<file path="config.mk">
export PLATFORM = sky130hd
export DESIGN_NAME = scan_port_ctrl
export DESIGN_NICKNAME = d
export VERILOG_FILES = /design/src/rtl/scan_port_pkg.sv /design/src/rtl/scan_port_fsm.sv /design/src/rtl/scan_port_ir.sv /design/src/rtl/scan_port_dr.sv /design/src/rtl/scan_port_ctrl.sv
export SDC_FILE = /design/constraint.sdc
export NUM_CORES = 1
export LEC_CHECK = 0
export CAP_MARGIN = 30
export CORE_MARGIN = 2
export CORE_UTILIZATION = 65
export CTS_BUF_LIST = sky130_fd_sc_hd__clkbuf_8
export DETAILED_ROUTE_END_ITERATION = 8
export DONT_BUFFER_PORTS = 1
export PLACE_DENSITY = 0.91
export SKIP_LAST_GASP = 1
export SYNTH_ARGS = -nofsm -noshare
export SYNTH_HDL_FRONTEND = slang
export SYNTH_SLANG_ARGS = --single-unit
</file>
<file path="constraint.sdc">
create_clock -name tck -period 2.5 [get_ports tck]
set_clock_uncertainty 0.15 [all_clocks]
set_input_delay 0.25 -clock tck [delete_from_list [all_inputs] [get_ports tck]]
set_output_delay 0.25 -clock tck [all_outputs]
set_load 0.01 [all_outputs]
</file>
<file path="src/rtl/scan_port_pkg.sv">
package scan_port_pkg;

    localparam int IR_W = 4;
    localparam int ID_W = 32;

    typedef enum logic [3:0] {
        ST_TLR    = 4'd0,
        ST_RTI    = 4'd1,
        ST_SEL_DR = 4'd2,
        ST_CAP_DR = 4'd3,
        ST_SHF_DR = 4'd4,
        ST_EX1_DR = 4'd5,
        ST_PAU_DR = 4'd6,
        ST_EX2_DR = 4'd7,
        ST_UPD_DR = 4'd8,
        ST_SEL_IR = 4'd9,
        ST_CAP_IR = 4'd10,
        ST_SHF_IR = 4'd11,
        ST_EX1_IR = 4'd12,
        ST_PAU_IR = 4'd13,
        ST_EX2_IR = 4'd14,
        ST_UPD_IR = 4'd15
    } tap_state_e;

    localparam logic [IR_W-1:0] OP_EXTEST  = 4'b0000;
    localparam logic [IR_W-1:0] OP_SAMPLE  = 4'b1000;
    localparam logic [IR_W-1:0] OP_IDCODE  = 4'b1011;
    localparam logic [IR_W-1:0] OP_BYPASS  = 4'b1111;
    localparam logic [IR_W-1:0] OP_HIGHZ   = 4'b0111;
    localparam logic [IR_W-1:0] OP_CLAMP   = 4'b0100;
    localparam logic [IR_W-1:0] OP_NSRST   = 4'b1100;
    localparam logic [IR_W-1:0] IR_CAPTURE = 4'b0001;

    typedef enum logic [1:0] {
        PATH_BYP = 2'd0,
        PATH_ID  = 2'd1,
        PATH_BND = 2'd2
    } dr_path_e;

    typedef struct packed {
        dr_path_e path;
        logic     hiz;
        logic     clamp;
        logic     nsrst;
    } ir_ctl_t;

    function automatic tap_state_e tap_next(input tap_state_e s, input logic tms);
        tap_state_e n;
        case (s)
            ST_TLR:    n = tms ? ST_TLR    : ST_RTI;
            ST_RTI:    n = tms ? ST_SEL_DR : ST_RTI;
            ST_SEL_DR: n = tms ? ST_SEL_IR : ST_CAP_DR;
            ST_CAP_DR: n = tms ? ST_EX1_DR : ST_SHF_DR;
            ST_SHF_DR: n = tms ? ST_EX1_DR : ST_SHF_DR;
            ST_EX1_DR: n = tms ? ST_UPD_DR : ST_PAU_DR;
            ST_PAU_DR: n = tms ? ST_EX2_DR : ST_PAU_DR;
            ST_EX2_DR: n = tms ? ST_UPD_DR : ST_SHF_DR;
            ST_UPD_DR: n = tms ? ST_SEL_DR : ST_RTI;
            ST_SEL_IR: n = tms ? ST_TLR    : ST_CAP_IR;
            ST_CAP_IR: n = tms ? ST_EX1_IR : ST_SHF_IR;
            ST_SHF_IR: n = tms ? ST_EX1_IR : ST_SHF_IR;
            ST_EX1_IR: n = tms ? ST_UPD_IR : ST_PAU_IR;
            ST_PAU_IR: n = tms ? ST_EX2_IR : ST_PAU_IR;
            ST_EX2_IR: n = tms ? ST_UPD_IR : ST_SHF_IR;
            ST_UPD_IR: n = tms ? ST_SEL_DR : ST_RTI;
            default:   n = ST_TLR;
        endcase
        return n;
    endfunction

    function automatic ir_ctl_t ir_decode(input logic [IR_W-1:0] op);
        ir_ctl_t c;
        c.path  = PATH_BYP;
        c.hiz   = 1'b0;
        c.clamp = 1'b0;
        c.nsrst = 1'b0;
        case (op)
            OP_EXTEST, OP_SAMPLE: c.path  = PATH_BND;
            OP_IDCODE:            c.path  = PATH_ID;
            OP_HIGHZ:             c.hiz   = 1'b1;
            OP_CLAMP:             c.clamp = 1'b1;
            OP_NSRST:             c.nsrst = 1'b1;
            default:              c.path  = PATH_BYP;
        endcase
        return c;
    endfunction

    function automatic logic [15:0] part_code(input int unsigned sel);
        case (sel)
            1:       return 16'hC002;
            2:       return 16'hC092;
            default: return 16'hC001;
        endcase
    endfunction

    function automatic logic [ID_W-1:0] id_word(input logic [3:0] rev,
                                                input int unsigned sel,
                                                input logic [10:0] vendor);
        return {rev, part_code(sel), vendor, 1'b1};
    endfunction

endpackage

</file>
<file path="src/rtl/scan_port_fsm.sv">
module scan_port_fsm
    import scan_port_pkg::*;
(
    input  logic       tck,
    input  logic       rst,
    input  logic       tms,
    output tap_state_e state
);
    always_ff @(posedge tck) begin
        if (rst) state <= ST_TLR;
        else     state <= tap_next(state, tms);
    end
endmodule

</file>
<file path="src/rtl/scan_port_ir.sv">
module scan_port_ir
    import scan_port_pkg::*;
(
    input  logic            tck,
    input  logic            rst,
    input  tap_state_e      state,
    input  logic            tdi,
    output logic            ir_so,
    output logic [IR_W-1:0] ir_q
);
    logic [IR_W-1:0] sr_q;

    always_ff @(posedge tck) begin
        if (rst)                    sr_q <= IR_CAPTURE;
        else if (state == ST_CAP_IR) sr_q <= IR_CAPTURE;
        else if (state == ST_SHF_IR) sr_q <= {tdi, sr_q[IR_W-1:1]};
    end

    always_ff @(negedge tck) begin
        if (rst || state == ST_TLR)  ir_q <= OP_IDCODE;
        else if (state == ST_UPD_IR) ir_q <= sr_q;
    end

    assign ir_so = sr_q[0];
endmodule

</file>
<file path="src/rtl/scan_port_dr.sv">
module scan_port_dr
    import scan_port_pkg::*;
#(
    parameter logic [ID_W-1:0] ID_VALUE    = 32'h0C001069,
    parameter bit              PAUSE_QUIRK = 1'b0
) (
    input  logic       tck,
    input  logic       rst,
    input  tap_state_e state,
    input  dr_path_e   path,
    input  logic       tdi,
    input  logic       bnd_so,
    output logic       dr_so,
    output logic       bnd_capture,
    output logic       bnd_shift,
    output logic       bnd_update
);
    logic            byp_q;
    logic [ID_W-1:0] id_q;
    logic            resumed_q;
    logic            shift_ok;

    always_ff @(posedge tck) begin
        if (rst) resumed_q <= 1'b0;
        else     resumed_q <= (state == ST_EX2_DR);
    end

    generate
        if (PAUSE_QUIRK) begin : g_quirk
            assign shift_ok = (state == ST_SHF_DR) && !resumed_q;
        end else begin : g_strict
            assign shift_ok = (state == ST_SHF_DR);
        end
    endgenerate

    always_ff @(posedge tck) begin
        if (rst) begin
            byp_q <= 1'b0;
            id_q  <= ID_VALUE;
        end else begin
            if (state == ST_CAP_DR && path == PATH_BYP)      byp_q <= 1'b0;
            else if (shift_ok && path == PATH_BYP)           byp_q <= tdi;
            if (state == ST_CAP_DR && path == PATH_ID)       id_q <= ID_VALUE;
            else if (shift_ok && path == PATH_ID)            id_q <= {tdi, id_q[ID_W-1:1]};
        end
    end

    assign bnd_capture = (state == ST_CAP_DR) && (path == PATH_BND);
    assign bnd_shift   = shift_ok && (path == PATH_BND);
    assign bnd_update  = (state == ST_UPD_DR) && (path == PATH_BND);

    always_comb begin
        case (path)
            PATH_ID:  dr_so = id_q[0];
            PATH_BND: dr_so = bnd_so;
            default:  dr_so = byp_q;
        endcase
    end
endmodule

</file>
<file path="src/rtl/scan_port_ctrl.sv">
module scan_port_ctrl
    import scan_port_pkg::*;
#(
    parameter int unsigned PART_SEL    = 0,
    parameter logic [3:0]  REVISION    = 4'h0,
    parameter logic [10:0] VENDOR      = 11'h034,
    parameter bit          PAUSE_QUIRK = 1'b0
) (
    input  logic tck,
    input  logic rst,
    input  logic tms,
    input  logic tdi,
    output logic tdo,
    output logic tdo_en,
    output logic bnd_si,
    input  logic bnd_so,
    output logic bnd_capture,
    output logic bnd_shift,
    output logic bnd_update,
    output logic drivers_hiz,
    output logic clamp_en,
    output logic nonscan_rst
);
    localparam logic [ID_W-1:0] ID_VALUE = id_word(REVISION, PART_SEL, VENDOR);

    tap_state_e      state_q;
    logic [IR_W-1:0] ir_q;
    logic            ir_so;
    logic            dr_so;
    ir_ctl_t         ctl;

    scan_port_fsm u_fsm (
        .tck   (tck),
        .rst   (rst),
        .tms   (tms),
        .state (state_q)
    );

    scan_port_ir u_ir (
        .tck   (tck),
        .rst   (rst),
        .state (state_q),
        .tdi   (tdi),
        .ir_so (ir_so),
        .ir_q  (ir_q)
    );

    assign ctl = ir_decode(ir_q);

    scan_port_dr #(
        .ID_VALUE    (ID_VALUE),
        .PAUSE_QUIRK (PAUSE_QUIRK)
    ) u_dr (
        .tck         (tck),
        .rst         (rst),
        .state       (state_q),
        .path        (ctl.path),
        .tdi         (tdi),
        .bnd_so      (bnd_so),
        .dr_so       (dr_so),
        .bnd_capture (bnd_capture),
        .bnd_shift   (bnd_shift),
        .bnd_update  (bnd_update)
    );

    always_ff @(negedge tck) begin
        if (rst) begin
            tdo    <= 1'b0;
            tdo_en <= 1'b0;
        end else begin
            tdo_en <= (state_q == ST_SHF_DR) || (state_q == ST_SHF_IR);
            tdo    <= (state_q == ST_SHF_IR) ? ir_so : dr_so;
        end
    end

    always_ff @(posedge tck) begin
        if (rst) nonscan_rst <= 1'b0;
        else     nonscan_rst <= (state_q == ST_UPD_IR) && ctl.nsrst;
    end

    assign bnd_si      = tdi;
    assign drivers_hiz = ctl.hiz;
    assign clamp_en    = ctl.clamp;
endmodule

</file>
=== Word-level counts from Yosys, hierarchy flattened ===
Cells that the tools add are included.

* Word-level logic and storage cells: 69
* Output and inout bits: 9
* Bits in registers: 48
* Input port bits: 5

* Multiplexer cells: 19
* Equality and inequality tests: 22
* Reduce and logical (&&, ||, !) cells: 20

{| class="wikitable"
|+ Operator list
! operator !! count
|-
| $pmux 4 s12 || 1
|-
| $eq 4x4->1 const B || 11
|-
| $eq 4x3->1 const B || 6
|-
| $mux 4 || 4
|-
| $reduce_or 2->1 || 6
|-
| $eq 4x2->1 const B || 2
|-
| $logic_and 1x1->1 || 8
|-
| $logic_not 4->1 || 2
|-
| $mux 1 || 7
|-
| $mux 2 || 3
|-
| $mux 3 || 2
|-
| $eq 4x1->1 const B || 1
|-
| $pmux 2 s2 || 1
|-
| $reduce_or 3->1 || 1
|-
| $eq 2x1->1 const B || 1
|-
| $eq 2x2->1 const B || 1
|-
| $logic_not 2->1 || 1
|-
| $logic_or 1x1->1 || 2
|-
| $pmux 1 s2 || 1
|}

=== Longest topological paths before layout ===
* Depth in word-level cells: 6
* Mapped depth: 8
* Mapped depth without buffers: 6

=== By module ===
A second synthesis with hierarchy kept.

* Cells, all modules: 260
* Area, all modules: 2,248.4 µm²

{| class="wikitable"
|+ By module, submodules not included
! module !! cells an instance !! sequential area each (µm²) !! area an instance (µm²) !! instances
|-
| scan_port_dr || 169 || 660.6 || 1,431.4 || 1
|-
| scan_port_fsm || 39 || 80.1 || 331.6 || 1
|-
| scan_port_ir || 32 || 160.2 || 316.6 || 1
|-
| scan_port_ctrl || 20 || 60.1 || 168.9 || 1
|}

==> impl_summary.md <==
CTS
At the later pin of the worst-skew pair, clock insertion delay measures 0.40 ns. TritonCTS built the clock tree. CTS placed an instance of sky130_fd_sc_hd__clkbuf_8 at the clock tree root. The H-tree generated during clock tree synthesis spans 2 levels. The total clock buffers created by CTS is 5. The maximum number of buffers from clock root to sink is 2.

After clock tree synthesis, the clock-pin slew on the worst setup and hold paths is 0.09 ns. For this design, the sink count on the clock tree is 48.

Timing
The final hold violation count came to 0. Setup violations remaining at the end of the flow were counted as 39. The number of pins with negative max-slew slack in the final report came to 0. The setup slack of the critical path after layout is -0.758 ns. On the final layout, the worst hold slack is between 0.02 and 0.025 ns. Setup repair after global routing could not meet its margin everywhere. The worst-case headroom to the max-slew limit is 0.652.

At the pin with the least slew margin, the transition time is between 0.5 and 0.6 ns.

Yosys
The average cell area after synthesis is between 8 and 9 sq um. After synthesis, the netlist uses 42 different library cells. The post-synth net total is 267. The async set-reset flop share out of synthesis is 0.

The Yosys warning count is 0. The dominant register cell in the synthesized netlist is sky130_fd_sc_hd__dfxtp_1. For this run, the register share of the synthesized area comes to 0.434. Yosys mapped a number of flops with a built-in enable equal to 0.

The post-synthesis instance area is about 2200 sq um. Synthesis produced about 260 cells. The total of flip-flops plus latches after synthesis is 48.

Floorplanning
For this design the top-level I/O count stands at 14. The initial utilization of the core area, before any placement, comes to 0.668. Measured along the y axis, the die boundary spans ~62 um. The floorplan step defined a die boundary enclosing ~3900 sq um. The number of placement rows is 21. The placeable core area is 3310 sq um.

The width of the die is roughly 62 um.

Drt
The via count is about 2,500. In the final routed layout, each cell accounts on average for 28.8 um. The total detailed-routing wirelength is about 10 mm. After the first detailed-routing iteration, the DRC count stood at 408. In the routed design, unresolved DRC markers number 0.

The count of nets left with antenna violations once routing finished came out at 0. Dividing the detail-routed via count by the number of cells gives between 7 and 8. The number of iterations in the first detailed-routing pass is 5.

GRT
The initial antenna violation count is 0. The global-route congestion overflow total is 0. The number of global-route vias before repair was about 2,500.

The largest net degree at the start of global routing is 33. The total global-route track usage is 0.437. The global-route wire length before repair is ~13 mm.

Critical path
The kind of cell with the highest combined delay along the critical path is buffers and inverters. For this design, the slowest cell found on the critical path is sky130_fd_sc_hd__dfxtp_2. The worst setup path is captured at a register. The worst setup path is launched from a register. For the worst setup path, the data arrival time is roughly 3.3 ns. Walking the worst path, the cells encountered are nand4b_1, buf_4, inv_4, ha_4, inv_8, buf_16, o21ai_1, a21oi_2. The biggest fanout along the worst timing path is 9. The sum of buffers and inverters on the critical path is 4. The launch instance of the worst register-to-register path is u_ir.ir_q[0]. Tracing the worst setup path back leads to its startpoint at u_ir.ir_q[0].

The critical path is of the reg -> reg type. The worst stage delay on the critical path is 0.40 ns. The required time at the endpoint of the critical path is ~2.5 ns.

Power and ir drop
The worst IR drop on VDD is slightly below 0.5 mV. The power per cell area is 451 nW/um^2. The static power due to leakage is ~1.2 nW.

Place
The placer congestion estimate is around 0.83. During placement, the flow inserted port buffers numbering 0. Once detailed placement completed, the half-perimeter wirelength came to between 3 and 4 mm. The number of instances in the placed design is approximately 310.

Worst hold path
In this run the most critical hold path is launched from rst. The class of the worst hold path is in -> reg.

Status
The checks that failed: setup timing. The flow ran to the end, but the final reports show violations.

Finish
The filler cell count is 53. The number of standard cells in the final layout excluding fillers is 341. The number of nets at the end of the flow is about 300. The synthesis-to-layout area growth is 45.4%. In the final layout, the share of cells above drive strength 1 is 0.475. 0 antenna diodes ended up in the layout.

Job
The tool flagged a number of max-cap violations equal to 0.
synth_stat cells (3+ instances only):
library cell	number	area, sq um
sky130_fd_sc_hd__dfxtp_1	48	961
sky130_fd_sc_hd__nand3_1	35	175
sky130_fd_sc_hd__a21oi_1	30	150
sky130_fd_sc_hd__o21ai_1	27	135
sky130_fd_sc_hd__clkbuf_1	10	37.5
sky130_fd_sc_hd__nand3b_1	9	67.6
sky130_fd_sc_hd__nor2_1	9	33.8
sky130_fd_sc_hd__o21ai_0	9	45.0
sky130_fd_sc_hd__buf_2	8	40.0
sky130_fd_sc_hd__inv_1	6	22.5
sky130_fd_sc_hd__mux2i_1	6	60.1
sky130_fd_sc_hd__nor2b_1	6	37.5
sky130_fd_sc_hd__nand2_1	5	18.8
sky130_fd_sc_hd__a211o_1	4	35.0
sky130_fd_sc_hd__buf_6	4	45.0
sky130_fd_sc_hd__buf_1	3	11.3
sky130_fd_sc_hd__ha_1	3	37.5
sky130_fd_sc_hd__nand2b_1	3	18.8
sky130_fd_sc_hd__nand4b_1	3	26.3
per-layer routing:
| metal | vias to the layer above | part of all wire | global-route usage | wire (um) |
|---|---|---|---|---|
| met1 | 1193 | 0.35 | 0.468 | 3450 |
| met5 | - | 0 | 0 | 0 |
| met4 | 0 | 0.098 | 0.292 | 959 |
| met3 | 100 | 0.11 | 0.0996 | 1090 |
| li1 | 1010 | - | - | - |
| met2 | 238 | 0.44 | 0.768 | 4320 |
worst reg2reg max path, delay by kind of cell, from the launching register on:
family | cells | cell delay [ns]
compound gates | 2 | 0.43
fa+ha+maj | 1 | 0.21
buf+inv | 4 | 0.45
flops | 1 | 0.40
simple gates | 1 | 0.15
metrics by stage:
| step | area [sq um] | total power [mW] | setup TNS, ns | setup WS, ns | utilization |
|---|---|---|---|---|---|
| after floorplan | 2280 | 0.892 | -11.87 | -0.406 | - |
| after global placement | 2380 | 0.896 | -9.26 | -0.306 | 0.719 |
| after detailed placement | 2380 | 0.899 | -10.46 | -0.357 | 0.719 |
| after CTS | 3070 | 1.38 | -16.27 | -0.524 | 0.927 |
| after global routing | 3220 | 1.47 | -24.49 | -0.867 | 0.972 |
| final | 3220 | 1.45 | -24.32 | -0.758 | 0.972 |
worst paths after layout:
kind                         to  slack (ns)  cells after the start
setup / recovery  u_dr.id_q[14]       -0.76                      8
setup reg to reg  u_dr.id_q[14]       -0.76                      8
hold reg to reg    u_dr.id_q[7]        0.34                      2
hold / removal     u_dr.id_q[4]        0.02                      2
logic make-up after synthesis:
| logic type | synth area share |
|---|---|
| AOI/OAI and AO/OA | 0.217 |
| and+or+nand+nor | 0.225 |
| DFF | 0.434 |
| buffers and inverters | 0.0792 |
| muxes | 0.0272 |
| adders and majority gates | 0.0170 |
cell type report:
cell class / instances / area (sq um) / area share
Clock inverter: 9 / 37.5 / 0.0117
Tap cell: 46 / 57.6 / 0.0179
Clock buffer: 5 / 68.8 / 0.0214
Multi-Input combinational cell: 180 / 1560 / 0.483
Sequential cell: 48 / 971 / 0.302
Timing Repair Buffer: 47 / 494 / 0.154
Inverter: 6 / 32.5 / 0.0101
flip-flops by register name (all words and copies together) (netlist names):
signal,count
u_dr.id_q,32
nonscan_rst,1
tdo_en,1
u_fsm.state,4
u_ir.ir_q,4
u_ir.sr_q,4
tdo,1
u_dr.byp_q,1
repair_timing:
action | in CTS | in global routing
setup endpoints to repair | 38 | 41
pin swaps | 38 | 18
hold buffers | 4 | 0
hold endpoints to repair | 8 | 0
gates cloned | 7 | 0
gates resized for setup | 71 | 55
setup buffers | 14 | 2
report_power, final:
part           switching, mW  internal (mW)  leakage (nW)  total, mW
clock network          0.331          0.204        0.0787      0.535
logic                 0.0785         0.0507         0.695      0.129
registers             0.0118          0.774         0.389      0.786
total                  0.422           1.03          1.16       1.45
cells in the final DEF (no fill, tap or decap), drive strengths merged, types with 6 or more instances in the layout:
master  Yosys  routed
a21oi      30      30
buf        17      43
dfxtp      48      48
inv         7      14
mux2i       6       6
nand3      35      35
nand3b      9       9
nor2        9       9
nor2b       6       6
o21ai      38      38
No activity file was read; power rests on OpenSTA's default activity.
